### src/rtl/txfwd_pkg.sv
package txfwd_pkg;

  typedef enum logic [3:0] {
    ST_INV    = 4'd0,
    ST_SHR    = 4'd1,
    ST_MOD    = 4'd2,
    ST_TRD    = 4'd3,
    ST_TWR    = 4'd4,
    ST_TWRD   = 4'd5,
    ST_TWRF   = 4'd6,
    ST_RCV    = 4'd7,
    ST_RCVW   = 4'd8,
    ST_RCVWF  = 4'd9,
    ST_CMT    = 4'd10
  } line_st_e;

  typedef enum logic [2:0] {
    OP_LD     = 3'd0,
    OP_ST     = 3'd1,
    OP_TLD    = 3'd2,
    OP_TST    = 3'd3,
    OP_EVICT  = 3'd4,
    OP_ABORT  = 3'd5,
    OP_COMMIT = 3'd6,
    OP_RETIRE = 3'd7
  } lcl_op_e;

  typedef enum logic [2:0] {
    BK_RD     = 3'd0,
    BK_RDX    = 3'd1,
    BK_TRD    = 3'd2,
    BK_TWR    = 3'd3,
    BK_OVW    = 3'd4,
    BK_TABORT = 3'd5,
    BK_TCMT   = 3'd6,
    BK_WB     = 3'd7
  } bus_kind_e;

  typedef struct packed {
    line_st_e  nxt;
    logic      msg_v;
    bus_kind_e msg_k;
    logic      fwd;
    logic      abort;
    logic      stall;
    logic      load_owner;
    logic      load_src;
  } line_act_t;

  function automatic logic is_tx_state(line_st_e s);
    return (s != ST_INV) && (s != ST_SHR) && (s != ST_MOD);
  endfunction

endpackage

### src/rtl/txfwd_rst_sync.sv
module txfwd_rst_sync #(
  parameter int STAGES = 2
) (
  input  logic clk,
  input  logic rst_n,
  output logic rst_n_sync
);
  localparam int LAST = STAGES - 1;

  logic [LAST:0] chain_q;

  generate
    for (genvar i = 0; i < STAGES; i++) begin : g_stage
      if (i == 0) begin : g_first
        always_ff @(posedge clk or negedge rst_n) begin
          if (!rst_n) chain_q[i] <= 1'b0;
          else        chain_q[i] <= 1'b1;
        end
      end else begin : g_next
        always_ff @(posedge clk or negedge rst_n) begin
          if (!rst_n) chain_q[i] <= 1'b0;
          else        chain_q[i] <= chain_q[i-1];
        end
      end
    end
  endgenerate

  assign rst_n_sync = chain_q[LAST];
endmodule

### src/rtl/txfwd_local_dec.sv
module txfwd_local_dec
  import txfwd_pkg::*;
(
  input  line_st_e  st,
  input  lcl_op_e   op,
  input  logic      fill_fwd,
  output line_act_t act
);
  always_comb begin
    act     = '0;
    act.nxt = st;
    unique case (op)
      OP_LD: begin
        if (st == ST_INV) begin
          act.nxt   = ST_SHR;
          act.msg_v = 1'b1;
          act.msg_k = BK_RD;
        end
      end
      OP_ST: begin
        if (st == ST_INV || st == ST_SHR) begin
          act.nxt   = ST_MOD;
          act.msg_v = 1'b1;
          act.msg_k = BK_RDX;
        end
      end
      OP_TLD: begin
        case (st)
          ST_INV: begin
            act.nxt        = fill_fwd ? ST_RCV : ST_TRD;
            act.msg_v      = 1'b1;
            act.msg_k      = BK_TRD;
            act.load_owner = 1'b1;
            act.load_src   = fill_fwd;
          end
          ST_SHR: begin
            act.nxt        = ST_TRD;
            act.load_owner = 1'b1;
          end
          ST_MOD: begin
            act.nxt        = ST_TRD;
            act.msg_v      = 1'b1;
            act.msg_k      = BK_WB;
            act.load_owner = 1'b1;
          end
          default: ;
        endcase
      end
      OP_TST: begin
        case (st)
          ST_INV: begin
            act.nxt        = fill_fwd ? ST_RCVW : ST_TWR;
            act.msg_v      = 1'b1;
            act.msg_k      = BK_TWR;
            act.load_owner = 1'b1;
            act.load_src   = fill_fwd;
          end
          ST_SHR: begin
            act.nxt        = ST_TWR;
            act.msg_v      = 1'b1;
            act.msg_k      = BK_TWR;
            act.load_owner = 1'b1;
          end
          ST_MOD: begin
            act.nxt        = ST_TWRD;
            act.msg_v      = 1'b1;
            act.msg_k      = BK_WB;
            act.load_owner = 1'b1;
          end
          ST_TRD: begin
            act.nxt   = ST_TWR;
            act.msg_v = 1'b1;
            act.msg_k = BK_TWR;
          end
          ST_RCV: begin
            act.nxt   = ST_RCVW;
            act.msg_v = 1'b1;
            act.msg_k = BK_TWR;
          end
          ST_TWRF: begin
            act.nxt   = ST_TWR;
            act.msg_v = 1'b1;
            act.msg_k = BK_OVW;
          end
          ST_RCVWF: begin
            act.nxt   = ST_RCVW;
            act.msg_v = 1'b1;
            act.msg_k = BK_OVW;
          end
          default: ;
        endcase
      end
      OP_EVICT: begin
        case (st)
          ST_MOD: begin
            act.nxt   = ST_INV;
            act.msg_v = 1'b1;
            act.msg_k = BK_WB;
          end
          ST_SHR:          act.nxt   = ST_INV;
          ST_INV, ST_CMT:  ;
          default:         act.abort = 1'b1;
        endcase
      end
      OP_ABORT: begin
        case (st)
          ST_TWR, ST_TWRD, ST_RCVW: act.nxt = ST_INV;
          ST_TWRF, ST_RCVWF: begin
            act.nxt   = ST_INV;
            act.msg_v = 1'b1;
            act.msg_k = BK_TABORT;
          end
          ST_TRD, ST_RCV: act.nxt = ST_SHR;
          default: ;
        endcase
      end
      OP_COMMIT: begin
        case (st)
          ST_RCV, ST_RCVW, ST_RCVWF: act.stall = 1'b1;
          ST_TWR, ST_TWRD:           act.nxt   = ST_CMT;
          ST_TWRF: begin
            act.nxt   = ST_CMT;
            act.msg_v = 1'b1;
            act.msg_k = BK_TCMT;
          end
          ST_TRD:  act.nxt = ST_SHR;
          default: ;
        endcase
      end
      OP_RETIRE: begin
        if (st == ST_CMT) act.nxt = ST_MOD;
      end
      default: ;
    endcase
  end
endmodule

### src/rtl/txfwd_snoop_dec.sv
module txfwd_snoop_dec
  import txfwd_pkg::*;
#(
  parameter int TXID_W = 4
) (
  input  line_st_e          st,
  input  bus_kind_e         kind,
  input  logic [TXID_W-1:0] snp_txid,
  input  logic [TXID_W-1:0] owner,
  input  logic [TXID_W-1:0] src,
  output line_act_t         act
);
  logic own_msg;
  logic from_src;
  logic nontx_any;
  logic src_kill;

  assign own_msg   = is_tx_state(st) && (snp_txid == owner);
  assign from_src  = (snp_txid == src);
  assign nontx_any = (kind == BK_RD) || (kind == BK_RDX);
  assign src_kill  = from_src && ((kind == BK_OVW) || (kind == BK_TABORT));

  always_comb begin
    act     = '0;
    act.nxt = st;
    if (!own_msg) begin
      case (st)
        ST_SHR: begin
          if (kind == BK_RDX || kind == BK_TWR) act.nxt = ST_INV;
        end
        ST_MOD: begin
          if (kind == BK_RD || kind == BK_TRD) begin
            act.nxt = ST_SHR;
            act.fwd = 1'b1;
          end else if (kind == BK_RDX || kind == BK_TWR) begin
            act.nxt = ST_INV;
            act.fwd = 1'b1;
          end
        end
        ST_TRD: begin
          if (kind == BK_RDX) act.abort = 1'b1;
        end
        ST_TWR, ST_TWRD: begin
          if (kind == BK_TRD) begin
            act.nxt = ST_TWRF;
            act.fwd = 1'b1;
          end else if (nontx_any) begin
            act.abort = 1'b1;
          end
        end
        ST_TWRF: begin
          if (kind == BK_TRD)  act.fwd   = 1'b1;
          else if (nontx_any)  act.abort = 1'b1;
        end
        ST_RCV: begin
          if (kind == BK_RDX || src_kill)            act.abort = 1'b1;
          else if (kind == BK_TCMT && from_src)      act.nxt   = ST_TRD;
        end
        ST_RCVW: begin
          if (kind == BK_TRD) begin
            act.nxt = ST_RCVWF;
            act.fwd = 1'b1;
          end else if (nontx_any || src_kill) begin
            act.abort = 1'b1;
          end else if (kind == BK_TCMT && from_src) begin
            act.nxt = ST_TWR;
          end
        end
        ST_RCVWF: begin
          if (kind == BK_TRD)                        act.fwd   = 1'b1;
          else if (nontx_any || src_kill)            act.abort = 1'b1;
          else if (kind == BK_TCMT && from_src)      act.nxt   = ST_TWRF;
        end
        ST_CMT: begin
          if (kind == BK_RD || kind == BK_TRD) act.fwd = 1'b1;
        end
        default: ;
      endcase
    end
  end
endmodule

### src/rtl/txfwd_line_ctrl.sv
module txfwd_line_ctrl
  import txfwd_pkg::*;
#(
  parameter int TXID_W      = 4,
  parameter int SYNC_STAGES = 2
) (
  input  logic              clk,
  input  logic              rst_n,
  input  logic              lcl_valid,
  input  logic [2:0]        lcl_op,
  input  logic [TXID_W-1:0] lcl_txid,
  input  logic              fill_fwd,
  input  logic [TXID_W-1:0] fill_src,
  output logic              lcl_accept,
  input  logic              snp_valid,
  input  logic [2:0]        snp_kind,
  input  logic [TXID_W-1:0] snp_txid,
  output logic [3:0]        line_state,
  output logic              fwd_en,
  output logic              msg_valid,
  output logic [2:0]        msg_kind,
  output logic [TXID_W-1:0] msg_txid,
  output logic              abort_req,
  output logic              commit_stall
);
  logic              rst_n_s;
  line_st_e          state_q;
  logic [TXID_W-1:0] owner_q;
  logic [TXID_W-1:0] src_q;
  line_act_t         lcl_act;
  line_act_t         snp_act;
  line_act_t         act;
  logic              take_lcl;
  logic              upd_en;
  logic [TXID_W-1:0] msg_txid_d;

  logic              fwd_q;
  logic              msg_v_q;
  bus_kind_e         msg_k_q;
  logic [TXID_W-1:0] msg_txid_q;
  logic              abort_q;
  logic              stall_q;

  txfwd_rst_sync #(.STAGES(SYNC_STAGES)) u_rst_sync (
    .clk        (clk),
    .rst_n      (rst_n),
    .rst_n_sync (rst_n_s)
  );

  txfwd_local_dec u_local_dec (
    .st       (state_q),
    .op       (lcl_op_e'(lcl_op)),
    .fill_fwd (fill_fwd),
    .act      (lcl_act)
  );

  txfwd_snoop_dec #(.TXID_W(TXID_W)) u_snoop_dec (
    .st       (state_q),
    .kind     (bus_kind_e'(snp_kind)),
    .snp_txid (snp_txid),
    .owner    (owner_q),
    .src      (src_q),
    .act      (snp_act)
  );

  // snoop wins the cycle; a colliding local request is refused
  assign take_lcl   = lcl_valid && !snp_valid;
  assign lcl_accept = take_lcl;
  assign upd_en     = snp_valid || lcl_valid;

  always_comb begin
    if (snp_valid)     act = snp_act;
    else if (take_lcl) act = lcl_act;
    else begin
      act     = '0;
      act.nxt = state_q;
    end
  end

  always_comb begin
    if (lcl_act.load_owner)      msg_txid_d = lcl_txid;
    else if (is_tx_state(state_q)) msg_txid_d = owner_q;
    else                         msg_txid_d = lcl_txid;
  end

  always_ff @(posedge clk or negedge rst_n_s) begin
    if (!rst_n_s) begin
      state_q <= ST_INV;
      owner_q <= '0;
      src_q   <= '0;
    end else if (upd_en) begin
      state_q <= act.nxt;
      if (take_lcl && lcl_act.load_owner) owner_q <= lcl_txid;
      if (take_lcl && lcl_act.load_src)   src_q   <= fill_src;
    end
  end

  always_ff @(posedge clk or negedge rst_n_s) begin
    if (!rst_n_s) begin
      fwd_q      <= 1'b0;
      msg_v_q    <= 1'b0;
      msg_k_q    <= BK_RD;
      msg_txid_q <= '0;
      abort_q    <= 1'b0;
      stall_q    <= 1'b0;
    end else begin
      fwd_q      <= act.fwd;
      msg_v_q    <= act.msg_v;
      msg_k_q    <= act.msg_k;
      msg_txid_q <= act.msg_v ? msg_txid_d : '0;
      abort_q    <= act.abort;
      stall_q    <= act.stall;
    end
  end

  assign line_state   = state_q;
  assign fwd_en       = fwd_q;
  assign msg_valid    = msg_v_q;
  assign msg_kind     = msg_k_q;
  assign msg_txid     = msg_txid_q;
  assign abort_req    = abort_q;
  assign commit_stall = stall_q;
endmodule

### config.mk
export PLATFORM = sky130hd
export DESIGN_NAME = txfwd_line_ctrl
export DESIGN_NICKNAME = d
export VERILOG_FILES = /design/src/rtl/txfwd_pkg.sv /design/src/rtl/txfwd_rst_sync.sv /design/src/rtl/txfwd_local_dec.sv /design/src/rtl/txfwd_snoop_dec.sv /design/src/rtl/txfwd_line_ctrl.sv
export SDC_FILE = /design/constraint.sdc
export NUM_CORES = 1
export LEC_CHECK = 0
export ABC_AREA = 1
export BUFFER_PORTS_ARGS = -buffer_cell sky130_fd_sc_hd__buf_2
export CAP_MARGIN = 30
export CORE_MARGIN = 10
export CORE_UTILIZATION = 27
export CTS_CLUSTER_SIZE = 14
export DETAILED_ROUTE_END_ITERATION = 10
export PLACE_DENSITY = 0.44
export SLEW_MARGIN = 20
export SYNTH_ARGS = -nofsm -noshare
export SYNTH_HDL_FRONTEND = slang
export SYNTH_SLANG_ARGS = --single-unit
### constraint.sdc
create_clock -name clk -period 0.8 [get_ports clk]
set_input_delay 0.04 -clock clk [delete_from_list [all_inputs] [get_ports clk]]
set_output_delay 0.04 -clock clk [all_outputs]
set_load 0.03 [all_outputs]
==> summary.md <==
| Metric | Value |
|---|---|
| CP Launch Point | `line_state[3]` |
| Effective utilization at floorplan | `28.0%` |
| GRT Residual Overflow | `0` |
| Num ports | `39` |
| Top delay family on crit path | `simple AND/OR/NAND/NOR gates` |
| Largest stage delay, worst path | `0.47 ns` |
| Initial antenna violation count | `0` |
| Adder-Cell Fraction of Synth Area | `0%` |
| Sequential Area | `631 um^2` |
| Gate Count Post-Synth | `293` |
| Clk sinks | `25` |
| Comb power frac | `66.7%` |
| Number of nets in the layout | `430` |
| Synth warn | `0` |
| Mapped cell area | `1920 um^2` |
| Routed len/inst | `13.1 um` |
| Root Driver | `clkbuf_8` |
| Clk_lat worst skew | `0.26 ns` |
| IR drop worst, VDD | `1.07 mV` |
| Sequential power share | `24.2%` |
| Main combinational cell family by area after synthesis | `simple AND/OR/NAND/NOR gates` |
| GPL Wtd Cong | `0.906` |
| Pins Over Slew Limit | `0` |
| CTS tree | `yes` |
| CTS clk-pin slew, worst paths | `0.08 ns` |
| Worst setup margin | `-0.824 ns` |
| Reg-to-Reg End | `line_state[2]` |
| Worst endpoint required time | `0.96 ns` |
| Final min period | `1.62 ns` |
| Area of the multi-input gates | `1280 um^2` |
| Vias in the first global route | `2113` |
| Fill cells | `732` |
| Post-synthesis simple-gate area fraction | `45.5%` |
| Complex-gate fraction of the synthesized area | `7.77%` |
| I/O Buffers | `38` |
| Leakage | `1.68 nW` |
| Post-synthesis register bit count | `25` |
| EDFF count, synth | `0` |
| DP Area | `2690 um^2` |
| Commonest cells in the netlist | `89 x nand2_1, 38 x nor2_1, 36 x inv_1, 25 x dfrtp_1, 24 x nand3_1` |
| First-pass GRT wire length | `10600 um` |
| Synth area leader | `dfrtp_1` |
| Buf+Inv Stages, Crit Path | `1` |
| Maximum root-to-sink buffer count | `2` |
| DP HPWL | `5560 um` |
| Critical path, cell by cell | `nor2_4, buf_6, nand2_4, a21oi_4, nand2_1, nor2_2, nand2_2, nand2_4, nand2_4, nand2_1, nand2_1` |
| Setup-failing EPs final | `38` |
| Switching Share | `45.0%` |
| Async SR Flop Fraction | `100%` |
| Mux cell area share after synthesis | `1.76%` |
| Die Y | `104 um` |
| # diodes | `0` |
| Power per cell area | `2540 nW/um^2` |
| Worst setup EP type | `register` |
| Share of the yosys chip area belonging to registers | `32.7%` |
| Synth top area share | `32.7%` |
| Die area | `10900 um^2` |
| CP arrival | `1.79 ns` |
| Layout cells sized above 1 | `47.0%` |
| Post-Route WL | `6580 um` |
| Hold path cells | `2` |
| Final Cell Area | `3140 um^2` |
| Rows | `30` |
| Final period util | `203%` |
| Fin util | `46.0%` |
| Synth Flop Type | `dfrtp_1` |
| Synth area leaders | `dfrtp_1 33%, nand2_1 17%, nor2_1 7.4%, inv_1 7.1%, nand3_1 6.3%` |
| RSZ-0062 raised after global routing | `yes` |
| Crit path kind | `register to register` |
| Skew final | `0.00488 ns` |
| Vias/cell | `4.37` |
| Status | `complete, but fails checks` |
| Final Power | `0.00797 W` |
| Critical path peak fanout | `7` |
| # H-tree levels | `1` |
| Critical-path top delay cell | `dfrtp_2` |
| Core Area | `6830 um^2` |
| Final hold vios | `0` |
| Most frequent cell after synthesis | `nand2_1` |
| Violated checks | `negative setup slack` |
| Int Pwr | `0.00438 W` |
| Worst hold path class | `input port to register` |
| FF-to-FF Start | `line_state[3]` |
| First-pass DRT Iterations | `4` |
| Net Count, Synth | `316` |
| Reg2reg setup slack | `-0.82 ns` |
| Count of different cell masters after synthesis | `27` |
| Total number of vias | `2193` |
| Maxcap violations | `0` |
| Crit start category | `register` |
| HP Start | `fill_src[1]` |
| Starting DRT DRC Count | `139` |
| Largest net degree at the start of global routing | `19` |
| Clk network pwr share | `9.1%` |
| Cell count of the worst reg-to-reg path | `11` |
| Mapped Avg Cell Area | `6.54 um^2` |
| # DRC | `0` |
| XOR/XNOR Fraction of Synth Area | `2.74%` |
| Total CTS buffers | `3` |
| Routed Antenna Nets | `0` |
| Die X | `104 um` |
| Area Growth Syn to Fin | `63.9%` |
| Net Switching | `0.00359 W` |
| Worst hold endpoint | `src_q[1]` |
| Fmax | `616 MHz` |
| Total Routing Usage GR | `11.8%` |
==> stage by stage <==
step                hold WS [ns]  TNS (ns)  cells  setup slack (ns)
finish                    0.0140    -16.97    502            -0.824
global route             0.00408    -19.38    502            -0.904
CTS                      0.00521    -17.01    498            -0.778
detailed placement        -0.169    -16.63    487            -0.803
global placement          -0.168    -16.48    487            -0.813
floorplan                 -0.256    -15.86    293            -0.838
==> logic make-up (layout without fill, tap and decap cells) <==
group | after synthesis | in the layout
buffers and inverters | 43 | 156
flip-flops | 25 | 25
XOR/XNOR | 6 | 6
other | 1 | 1
multiplexers | 3 | 3
AND/OR/NAND/NOR | 189 | 189
AO/OA/AOI/OAI | 26 | 26
==> state kept, by name, summed over array words and instances (netlist names) <==
name / flops
abort_req: 1
commit_stall: 1
fwd_en: 1
line_state: 4
msg_kind: 3
msg_txid: 4
msg_valid: 1
owner_q: 4
src_q: 4
u_rst_sync.chain_q: 1
u_rst_sync.rst_n_sync: 1
==> routing by layer <==
layer	part of all wire [%]	GRT usage [%]	wire (um)	vias to the layer above
met4	2.1	3.98	137	0
li1	-	-	-	1145
met1	46	14.9	3060	981
met5	0	0	0	-
met3	5.4	2.73	352	9
met2	46	19.1	3030	58
==> power by group through the flow <==
stage / registers [W] / clock network, W / logic, W
floorplan: 0.00212 / 0 / 0.00239
global placement: 0.00189 / 0 / 0.00443
detailed placement: 0.00189 / 0 / 0.00440
CTS: 0.00192 / 0.000766 / 0.00489
global route: 0.00199 / 0.000817 / 0.00580
finish: 0.00193 / 0.000723 / 0.00532
==> cell usage in the layout (no fill, tap or decap), drive strengths merged <==
master       instances
conb                 1
inv                 38
o2111ai              1
dfrtp               25
nand3b               2
a211oi               1
o21ai               16
a21oi                7
nand4                3
nor4                 1
nand2              107
nand3               25
xor2                 3
xnor2                3
dlygate4sd3          1
clkbuf               4
nor2                48
buf                112
nor3                 3
clkinvlp             1
mux2                 3
a31oi                1
==> timing repair <==
item / in CTS / in global routing
setup endpoints to repair: 39 / 39
hold buffers: 1 / 0
resized for setup: 63 / 36
endpoints found under the hold margin: 2 / 0
setup buffers: 6 / 6
pin swaps: 9 / 16
==> how the worst max path moves through the flow <==
stage / depth (start not counted) / end / slack (ns)
floorplan: 12 / line_state[1] / -0.84
global placement: 12 / line_state[1] / -0.81
detailed placement: 11 / line_state[1] / -0.80
CTS: 11 / line_state[1] / -0.78
global route: 11 / line_state[3] / -0.90
finish: 11 / line_state[2] / -0.82
==> area by class of cell <==
| cell class | instances | share of cell area [%] |
|---|---|---|
| clock buffer | 4 | 1.43 |
| inverter | 39 | 5.10 |
| timing repair buffer | 113 | 28.7 |
| sequential | 25 | 20.1 |
| multi-input combinational | 225 | 40.8 |
| tap | 96 | 3.83 |
Power figures use the tool's default switching activity.
